--- src/rtl/virq_pkg.sv ---
package virq_pkg;
  localparam int NSRC       = 3;
  localparam int SRC_OVF    = 0;
  localparam int SRC_SNAP   = 1;
  localparam int SRC_TEST   = 2;
  localparam int DATA_W     = 32;
  localparam int CTL_TST_ON = 1;
  localparam int CTL_TST_OFF= 9;
  localparam int CTL_EN_ON  = 20;
  localparam int CTL_EN_OFF = 28;
  localparam int LVL_W      = 3;
  localparam int VEC_W      = 8;
  localparam int CFG_RW_W   = VEC_W + LVL_W + 1;

  typedef struct packed {
    logic             gen;
    logic [LVL_W-1:0] lvl;
    logic [VEC_W-1:0] vec;
  } cfg_t;
endpackage

--- src/rtl/virq_ctl_bits.sv ---
module virq_ctl_bits #(
  parameter int N      = 3,
  parameter int W      = 32,
  parameter int EN_ON  = 20,
  parameter int EN_OFF = 28,
  parameter int T_ON   = 1,
  parameter int T_OFF  = 9
) (
  input  logic         clk,
  input  logic         rst,
  input  logic         we,
  input  logic [W-1:0] wdata,
  output logic [N-1:0] en,
  output logic         test
);
  logic [N-1:0] on_b, off_b;
  assign on_b  = wdata[EN_ON  +: N];
  assign off_b = wdata[EN_OFF +: N];

  always_ff @(posedge clk) begin
    if (rst) begin
      en   <= '0;
      test <= 1'b0;
    end else if (we) begin
      en   <= (en | on_b) & ~off_b;
      test <= (test | wdata[T_ON]) & ~wdata[T_OFF];
    end
  end
endmodule

--- src/rtl/virq_src_latch.sv ---
module virq_src_latch #(
  parameter bit EDGE_MODE = 1'b0
) (
  input  logic clk,
  input  logic rst,
  input  logic en,
  input  logic cause,
  output logic pend
);
  logic seen;

  generate
    if (EDGE_MODE) begin : g_edge
      logic prev;
      always_ff @(posedge clk) begin
        if (rst) prev <= 1'b0;
        else     prev <= cause;
      end
      assign seen = cause & ~prev;
    end else begin : g_level
      assign seen = cause;
    end
  endgenerate

  always_ff @(posedge clk) begin
    if (rst) pend <= 1'b0;
    else     pend <= en & (pend | seen);
  end
endmodule

--- src/rtl/virq_cfg_reg.sv ---
module virq_cfg_reg #(
  parameter int          W       = 32,
  parameter int          RW_W    = 12,
  parameter int          ID_W    = 16,
  parameter int          VER_W   = 4,
  parameter logic [15:0] MOD_ID  = 16'h3800,
  parameter logic [3:0]  MOD_VER = 4'h1
) (
  input  logic            clk,
  input  logic            rst,
  input  logic            we,
  input  logic [W-1:0]    wdata,
  output logic [RW_W-1:0] cfg,
  output logic [W-1:0]    rdata
);
  localparam logic [ID_W-1:0]  ID_C  = MOD_ID[ID_W-1:0];
  localparam logic [VER_W-1:0] VER_C = MOD_VER[VER_W-1:0];

  always_ff @(posedge clk) begin
    if (rst)     cfg <= '0;
    else if (we) cfg <= wdata[RW_W-1:0];
  end

  assign rdata = {ID_C, VER_C, cfg};
endmodule

--- src/rtl/virq_ack_unit.sv ---
module virq_ack_unit #(
  parameter int LVL_W = 3,
  parameter int VEC_W = 8
) (
  input  logic             clk,
  input  logic             rst,
  input  logic             int_flag,
  input  logic             gen_en,
  input  logic [LVL_W-1:0] lvl,
  input  logic [VEC_W-1:0] vec,
  input  logic             iack,
  input  logic [LVL_W-1:0] iack_lvl,
  output logic             req,
  output logic             hit,
  output logic [VEC_W-1:0] vec_out
);
  logic served;
  logic match;

  assign match = iack & (iack_lvl == lvl) & req;

  always_ff @(posedge clk) begin
    if (rst) begin
      req     <= 1'b0;
      served  <= 1'b0;
      hit     <= 1'b0;
      vec_out <= '0;
    end else begin
      req     <= int_flag & gen_en & (|lvl) & ~served & ~match;
      if (match)          served <= 1'b1;
      else if (!int_flag) served <= 1'b0;
      hit     <= match;
      vec_out <= match ? vec : '0;
    end
  end
endmodule

--- src/rtl/virq_ctrl.sv ---
module virq_ctrl
  import virq_pkg::*;
#(
  parameter logic [15:0] MOD_ID  = 16'h3800,
  parameter logic [3:0]  MOD_VER = 4'h1
) (
  input  logic              clk,
  input  logic              rst,
  input  logic              ovf_lvl,
  input  logic              snap_in,
  input  logic              ctl_we,
  input  logic [DATA_W-1:0] ctl_wdata,
  input  logic              cfg_we,
  input  logic [DATA_W-1:0] cfg_wdata,
  output logic [DATA_W-1:0] cfg_rdata,
  input  logic              iack,
  input  logic [LVL_W-1:0]  iack_lvl,
  output logic [NSRC-1:0]   src_en,
  output logic [NSRC-1:0]   src_pend,
  output logic              irq_int,
  output logic              irq_req,
  output logic [LVL_W-1:0]  irq_lvl,
  output logic              iack_hit,
  output logic [VEC_W-1:0]  vec_out
);
  logic                test_q;
  logic [CFG_RW_W-1:0] cfg_raw;
  cfg_t                cfg;
  logic [NSRC-1:0]     cause;

  virq_ctl_bits #(
    .N(NSRC), .W(DATA_W), .EN_ON(CTL_EN_ON), .EN_OFF(CTL_EN_OFF),
    .T_ON(CTL_TST_ON), .T_OFF(CTL_TST_OFF)
  ) u_ctl (
    .clk(clk), .rst(rst), .we(ctl_we), .wdata(ctl_wdata),
    .en(src_en), .test(test_q)
  );

  virq_cfg_reg #(
    .W(DATA_W), .RW_W(CFG_RW_W), .ID_W(16), .VER_W(4),
    .MOD_ID(MOD_ID), .MOD_VER(MOD_VER)
  ) u_cfg (
    .clk(clk), .rst(rst), .we(cfg_we), .wdata(cfg_wdata),
    .cfg(cfg_raw), .rdata(cfg_rdata)
  );

  assign cfg = cfg_t'(cfg_raw);

  always_comb begin
    cause           = '0;
    cause[SRC_OVF]  = ovf_lvl;
    cause[SRC_SNAP] = snap_in;
    cause[SRC_TEST] = test_q;
  end

  generate
    for (genvar i = 0; i < NSRC; i++) begin : g_src
      virq_src_latch #(.EDGE_MODE(i == SRC_SNAP)) u_lat (
        .clk(clk), .rst(rst), .en(src_en[i]), .cause(cause[i]),
        .pend(src_pend[i])
      );
    end
  endgenerate

  assign irq_int = |src_pend;
  assign irq_lvl = cfg.lvl;

  virq_ack_unit #(.LVL_W(LVL_W), .VEC_W(VEC_W)) u_ack (
    .clk(clk), .rst(rst), .int_flag(irq_int), .gen_en(cfg.gen),
    .lvl(cfg.lvl), .vec(cfg.vec), .iack(iack), .iack_lvl(iack_lvl),
    .req(irq_req), .hit(iack_hit), .vec_out(vec_out)
  );
endmodule

--- config.mk ---
export PLATFORM = sky130hd
export DESIGN_NAME = virq_ctrl
export DESIGN_NICKNAME = d
export VERILOG_FILES = /design/src/rtl/virq_pkg.sv /design/src/rtl/virq_ctl_bits.sv /design/src/rtl/virq_src_latch.sv /design/src/rtl/virq_cfg_reg.sv /design/src/rtl/virq_ack_unit.sv /design/src/rtl/virq_ctrl.sv
export SDC_FILE = /design/constraint.sdc
export NUM_CORES = 1
export LEC_CHECK = 0
export BUFFER_PORTS_ARGS = -buffer_cell sky130_fd_sc_hd__buf_2
export CAP_MARGIN = 20
export CELL_PAD_IN_SITES_DETAIL_PLACEMENT = 1
export CELL_PAD_IN_SITES_GLOBAL_PLACEMENT = 2
export CORE_ASPECT_RATIO = 0.6
export CORE_MARGIN = 2
export CORE_UTILIZATION = 19
export CTS_CLUSTER_SIZE = 40
export DETAILED_ROUTE_END_ITERATION = 12
export GPL_TIMING_DRIVEN = 0
export PLACE_DENSITY = 0.84
export REMOVE_ABC_BUFFERS = 1
export SYNTH_ARGS = -nofsm -noshare
export SYNTH_HDL_FRONTEND = slang
export SYNTH_SLANG_ARGS = --single-unit
--- constraint.sdc ---
create_clock -name clk -period 1.7 [get_ports clk]
set_input_delay 0.51 -clock clk [delete_from_list [all_inputs] [get_ports clk]]
set_output_delay 0.51 -clock clk [all_outputs]
set_load 0.05 [all_outputs]
-- After elaboration in Yosys (flattened, before gate mapping)
Cells that the tools add are included.
- flip-flop bits (word level): 31
- input bits: 74
- output and inout bits: 52
- logic and storage cells: 40
- equality and inequality tests: 2
- mux-type cells: 2
- bitwise operators: 22
- reduce and logical (&&, ||, !) cells: 3
- operator list (cell ; number):
    $and A1 B1 Y1 ; 11
    $reduce_or A3 Y1 ; 2
    $not A1 Y1 ; 4
    $or A1 B1 Y1 ; 4
    $and A3 B3 Y3 ; 1
    $eq A3 B3 Y1 ; 1
    $not A3 Y3 ; 1
    $or A3 B3 Y3 ; 1
    $mux W1 ; 2
    $ne A2 B2 Y1 const B ; 1
    $reduce_or A2 Y1 ; 1

-- Longest topological paths before layout
Gate-level depths: netlist of the first run.
- depth in word-level cells: 5
- mapped depth: 3
- gate-level depth less buffers: 3

-- By module
Synthesis of the first run repeated with hierarchy kept, for this count alone.
- cell total of the unflattened synthesis: 128
- area, all modules: 1357.6 um2
- by module, submodules not included (module ; instances ; cells each ; area each (um2) ; sequential area each (um2)):
    virq_cfg_reg ; 1 ; 72 ; 668.1 ; 240.2
    virq_ack_unit ; 1 ; 30 ; 380.4 ; 220.2
    virq_ctl_bits ; 1 ; 13 ; 161.4 ; 80.1
    virq_src_latch (g_src[0].u_lat ...) ; 2 ; 3 ; 36.3 ; 20.0
    virq_src_latch (g_src[1].u_lat) ; 1 ; 6 ; 68.8 ; 40.0
    virq_ctrl ; 1 ; 1 ; 6.3 ; 0.0

-- Least setup slack after synthesis of the first run
OpenSTA, ideal clock, no wires.
- path kind: register -> register
- from: register u_cfg.cfg[10]
- to: register u_ack.vec_out[0]
- library setup time: 0.061 ns
- arrival time: 1.435 ns
- required time: 1.639 ns
- path slack: 0.204 ns
- stages on the path, launching flop included: 4
- clock period less this slack: 1.496 ns
- path through: dfxtp_1 -> xor2_1 -> nor4_4 -> and2_1
- word-level cells in the longest chain between the ends: 5
- ends and longest elaborated chain (what ; RTL line ; text):
    start, declared ; virq_cfg_reg.sv:13 ; output logic [RW_W-1:0] cfg,
    start signal, assigned ; virq_cfg_reg.sv:21 ; else if (we) cfg <= wdata[RW_W-1:0];
    $eq A3 B3 Y1 ; virq_ack_unit.sv:20 ; assign match = iack & (iack_lvl == lvl) & req;
    $and A1 B1 Y1 (2 in series) ; virq_ack_unit.sv:20 ;
    $not A1 Y1 ; n/a ;
    $reduce_or A2 Y1 (no source line) ; n/a ;
    end signal, assigned ; virq_ack_unit.sv:33 ; vec_out <= match ? vec : '0;
    end, declared ; virq_ack_unit.sv:15 ; output logic [VEC_W-1:0] vec_out
No other way between the ends.
A chain may end at the register's enable or synchronous reset.

-- Worst setup path after layout of the first run
- from: register g_src[1].u_lat.pend
- to: output irq_int
- word-level cells in the longest chain between the ends: 1
- ends and longest elaborated chain (what ; RTL line ; text):
    start, declared ; virq_src_latch.sv:8 ; output logic pend
    start signal, assigned ; virq_src_latch.sv:27 ; else pend <= en & (pend | seen);
    $reduce_or A3 Y1 ; virq_ctrl.sv:65 ; assign irq_int = |src_pend;
    end, declared ; virq_ctrl.sv:20 ; output logic irq_int,
No other way between the ends.

==> impl_metrics.yaml, run 1 <==
outcome:
  status: "complete, no violations"
min_path:
  holdCritPathClass: "input port to register"
cts:
  insertion_delay_ps: 270
  clock_sinks: 31
  numCtsBuffers: 5
  cts_root_buf: "clkbuf_16"
  cts_tree: "built"
  htreeDepth: 2
  clock_path_buffers: 2
  clkSlewWorstSetupHoldPaths_ps: 50
placement:
  placed_cells: 261
  place_congestion: 0.660
  place_hpwl_mm: 2.30
  portBuffers: 61
  dp_slack_ps: -160
setup_path:
  worstPathArrival_ps: 1140
  timing_worst_setup_path_type: "register to output pin"
  critical_path.max_stage_delay_ps: 400
  cp_cell_sequence: "or3_4 -> buf_8"
  cp.required_ps: 1190
  cp_slowest_cell: "or3_4"
  cp-start-kind: "register"
  path_max_fanout: 3
  critical-path-top-delay-family: "simple AND/OR/NAND/NOR gates"
  crit_buf_inv: 1
  cp-end-kind: "output pin"
sta:
  relSlewSlack: 0.621
  setup_viol: 0
  fmax_ghz: 0.606
  final_max_slew_viol_count: 0
  worst_pin_slew_ps: 565
  hold_viol: 0
  layout_setup_ws_ps: 49.9
  fin_skew_ps: 6.18
  rsz0062_at_grt: "false"
  fin_crit_ps: 1650
  finalCritPeriodShare: 0.971
yosys:
  ys_seq_area_frac: 0.483
  synthesis.area_um2: 1280
  synth-seq-cells: 31
  ys_types: 22
  syn_inst: 129
  synth.avg_cell_area_um2: 9.95
  synth_warnings: 0
detailed_routing:
  vias_per_cell: 3.51
  wl_per_cell_um: 11.4
  drt_iter0_drc: 33
  drc: 0
  wirelength_mm: 3.07
  ant_nets: 0
  dr.pass1.iters: 2
  vias: 943
global_routing:
  grt_overflow: 0
  grt_pass1_wl_mm: 4.48
  antenna_found_initial: 0
  grt_max_degree: 24
  globalRouteTotalUtil: 0.0834
  grt_pass1_vias: 873
cells_and_area:
  drive_gt1_frac: 0.396
  area_growth_pct: 31.7
  diodes: 0
  nets: 256
  multi_input_area_um2: 490
  final_cell_mix: "buf_2, dfxtp_1, conb_1"
  layout_commonest_cell: "buf_2"
  stdcell_count: 269
  seq_area_um2: 621
  nFillCells: 795
pwr:
  p_leak_nw: 0.855
  peakVddDrop_v: 0.000271
  powerDensity_nw_per_um2: 1160
die:
  start_util: 0.194
  die_area_um2: 7450
  io_pins: 126
  rows: 23
  die_y_um: 67.7
  die_w_um: 110
  core_um2: 6620
run:
  max-cap-violations: 0
-- state kept, by name, summed over array words and instances, names as in the netlist --
signal / cells
u_ctl.en: 3
u_cfg.cfg: 12
u_ctl.test: 1
u_ack.req: 1
u_ack.vec_out: 8
g_src.u_lat.pend: 3
u_ack.served: 1
u_ack.hit: 1
g_src.u_lat.g_edge.prev: 1
-- metal layers --
metal  share of wire  wire length (um)  vias to the layer above  GRT usage
li1                -                 -                      478          -
met1            0.48              1470                      429      0.110
met2            0.44              1350                       34      0.117
met3           0.071               219                        2     0.0328
met4          0.0082                25                        0     0.0422
met5               0                 0                        -          0
-- area by class of cell --
type	instances	area share
clock buffers	6	0.0822
clock inverters	1	0.00296
inverters	1	0.00222
multi-input cells	81	0.290
flip-flops and latches	31	0.367
well taps	87	0.0644
repair buffers	62	0.191
-- worst paths after layout --
path	start	end	slack, ps	cells after the start
min	ctl_wdata[30]	u_ctl.en[2]	420	2
max	g_src[1].u_lat.pend	irq_int	50	2
min reg2reg	u_ack.served	u_ack.served	450	2
max reg2reg	u_cfg.cfg[10]	u_ack.vec_out[4]	310	3
-- through the flow --
| stage | instance area, um^2 | util | setup TNS [ps] | hold WS [ps] | power, W |
|---|---|---|---|---|---|
| floorplan | 1110 | - | -1450 | 432 | 0.00102 |
| global placement | 1520 | 0.230 | -1090 | 439 | 0.00111 |
| detailed placement | 1520 | 0.230 | -1450 | 444 | 0.00112 |
| CTS | 1680 | 0.254 | 0 | 410 | 0.00201 |
| global route | 1690 | 0.255 | 0 | 418 | 0.00207 |
| finish | 1690 | 0.255 | 0 | 422 | 0.00197 |
-- Yosys cell counts --
cell type	instances	area [um^2]
a211oi_1	4	30.0
a21oi_1	5	25.0
and2_1	8	50.1
buf_2	1	5.00
buf_4	30	225
clkbuf_1	3	11.3
conb_1	2	7.51
dfxtp_1	31	621
inv_1	1	3.75
mux2i_1	12	120
nand2_1	2	7.51
nand3b_1	1	7.51
nand4_1	1	6.26
nor2_1	16	60.1
nor2b_1	1	6.26
nor3b_1	3	22.5
nor4_1	1	6.26
nor4_4	1	21.3
o21bai_1	1	7.51
or3_1	1	6.26
or3_2	1	7.51
xor2_1	3	26.3
-- report_power, final --
part | internal, W | switching (W)
Sequential | 0.000753 | 0.0000194
Combinational | 0.0000763 | 0.000255
Clock | 0.000570 | 0.000295
-- kinds of logic after synthesis --
kind of cell / after synthesis / share of synthesized area
flops: 31 / 0.483
compound gates: 10 / 0.0487
simple gates: 36 / 0.157
xor+xnor: 3 / 0.0205
buf+inv: 35 / 0.191
mux: 12 / 0.0936
other cells: 2 / 0.00585
-- timing repair --
item / in CTS / in global routing
pin swaps: 0 / 1
gates resized for setup: 3 / 1
gates cloned: 0 / 0
buffers inserted: 0 / 1
hold buffers: 0 / 0
setup endpoints to repair: 1 / 1
(Power assumes the default switching activity.)
==> inputs of run 2 (changes only) <==
--- a/config.mk
+++ b/config.mk
@@ -15,7 +15,7 @@
 export CTS_CLUSTER_SIZE = 40
 export DETAILED_ROUTE_END_ITERATION = 12
 export GPL_TIMING_DRIVEN = 0
-export PLACE_DENSITY = 0.84
+export PLACE_DENSITY = 0.95
 export REMOVE_ABC_BUFFERS = 1
 export SYNTH_ARGS = -nofsm -noshare
 export SYNTH_HDL_FRONTEND = slang
==> run 2 against run 1 <==
Maximum frequency is 0.36% lower; via count is 3.3% higher; critical path type unchanged; combinational power hardly changed; worst hold slack worse by 0.65 ps; sequential share of layout area is 0.22 points lower; routed wire length is 1.9% higher.
==> impl_metrics.yaml, run 2 (synthesized netlist as in run 1, its figures left out) <==
placement:
  place_area_um2: 1520
  dp_slack_ps: -146
  place_congestion: 0.651
  place_hpwl_mm: 2.38
  portBuffers: 61
outcome:
  status: "complete, no violations"
cells_and_area:
  nFillCells: 814
  multi_input_area_um2: 490
  final_cell_mix: "buf_2, dfxtp_1, conb_1"
  nets: 256
  area_growth_pct: 32.7
  final_cell_area_um2: 1700
  layout_commonest_cell: "buf_2"
  drive_gt1_frac: 0.399
  reg_top3: "u_cfg.cfg x12, u_ack.vec_out x8"
  seq_area_um2: 622
  largest_reg_flops: 12
  largest_register: "u_cfg.cfg"
  diodes: 0
global_routing:
  globalRouteTotalUtil: 0.0860
  grt_pass1_wl_mm: 4.60
  grt_overflow: 0
  antenna_found_initial: 0
  grt_pass1_vias: 872
  grt_max_degree: 24
detailed_routing:
  drt_iter0_drc: 22
  wirelength_mm: 3.13
  vias_per_cell: 3.61
  drc: 0
  vias: 974
  dr.pass1.iters: 3
  wl_per_cell_um: 11.6
  ant_nets: 0
sta:
  finalCritPeriodShare: 0.974
  fin_crit_ps: 1660
  rsz0062_at_grt: "false"
  relSlewSlack: 0.609
  setup_viol: 0
  fin_skew_ps: 2.89
  fmax_ghz: 0.604
  layout_setup_ws_ps: 43.9
  hold_viol: 0
  worst_pin_slew_ps: 582
  final_max_slew_viol_count: 0
setup_path:
  cp_slowest_cell: "or3_4"
  critical-path-top-delay-family: "simple AND/OR/NAND/NOR gates"
  worstPathArrival_ps: 1150
  path_max_fanout: 3
  crit_cells: 2
  cp-end-kind: "output pin"
  cp_cell_sequence: "or3_4 -> buf_8"
  crit_buf_inv: 1
  cp.required_ps: 1190
  cp-start-kind: "register"
  reg2reg_depth: 3
  critical_path.max_stage_delay_ps: 390
  timing_worst_setup_path_type: "register to output pin"
cts:
  insertion_delay_ps: 270
  clkSlewWorstSetupHoldPaths_ps: 50
  cts_hold_buf: 0
  cts_tree: "built"
  clock_path_buffers: 2
  numCtsBuffers: 5
  clock_sinks: 31
  cts_root_buf: "clkbuf_16"
  htreeDepth: 2
pwr:
  total_power_w: 0.00203
  peakVddDrop_v: 0.000326
  p_leak_nw: 0.860
  powerDensity_nw_per_um2: 1190
run:
  max-cap-violations: 0
die:
  core_um2: 6620
  start_util: 0.194
  rows: 23
  die_w_um: 110
  io_pins: 126
  die_y_um: 67.7
  die_area_um2: 7450
min_path:
  holdCritPathClass: "input port to register"
  hold_depth: 2
-- run 2: changes by cell type in the layout (fill, tap and decap cells not counted) --
cell,previous run,this run
clkbuf_1,0,1
clkbuf_8,1,2
clkinv_2,1,0
dfxtp_1,31,30
dfxtp_2,0,1
-- run 2: routing by layer --
metal | vias up | track usage | routed length, um
met1 | 464 | 0.109 | 1390
met4 | 0 | 0.0422 | 33
met5 | - | 0 | 0
li1 | 483 | - | -
met2 | 25 | 0.130 | 1540
met3 | 2 | 0.0299 | 168
-- run 2: layout make-up --
cell class	count	share of cell area
inverters	1	0.00220
multi-input cells	81	0.288
well taps	87	0.0639
flip-flops and latches	31	0.365
clock buffers	8	0.0918
repair buffers	62	0.189
-- run 2: through the flow --
stage	std cells	util	TNS [ps]	hold slack, ps
5_1_grt	270	0.257	0	421
3_3_place_gp	261	0.230	-1390	439
2_1_floorplan	113	-	-1450	432
3_5_place_dp	261	0.230	-1260	451
6_report	270	0.257	0	421
4_1_cts	269	0.256	0	414
-- run 2: repair_timing --
| item | CTS | global route |
|---|---|---|
| setup buffers | 0 | 1 |
| pin swaps | 0 | 1 |
| setup endpoints to repair | 1 | 1 |
| resized for setup | 3 | 2 |
-- run 2: path summary, 6_finish.rpt --
| kind | startpoint | to | slack [ps] |
|---|---|---|---|
| setup / recovery | g_src[1].u_lat.pend | irq_int | 40 |
| hold / removal | ctl_wdata[9] | u_ctl.test | 420 |
| setup reg to reg | u_cfg.cfg[10] | u_ack.vec_out[4] | 280 |
| hold reg to reg | u_ack.served | u_ack.served | 460 |
-- run 2: worst reg2reg max path: stages, from the launching register on --
cell     delay [ps]
dfxtp_1         350
xor2_1          210
nor4_4          590
and2_1          210
-- run 2: report_power, final --
group          switching [W]  leakage (nW)  total [W]  internal (W)
clock               0.000299        0.0772   0.000921      0.000622
sequential         0.0000188         0.254   0.000772      0.000753
combinational       0.000257         0.529   0.000333     0.0000763
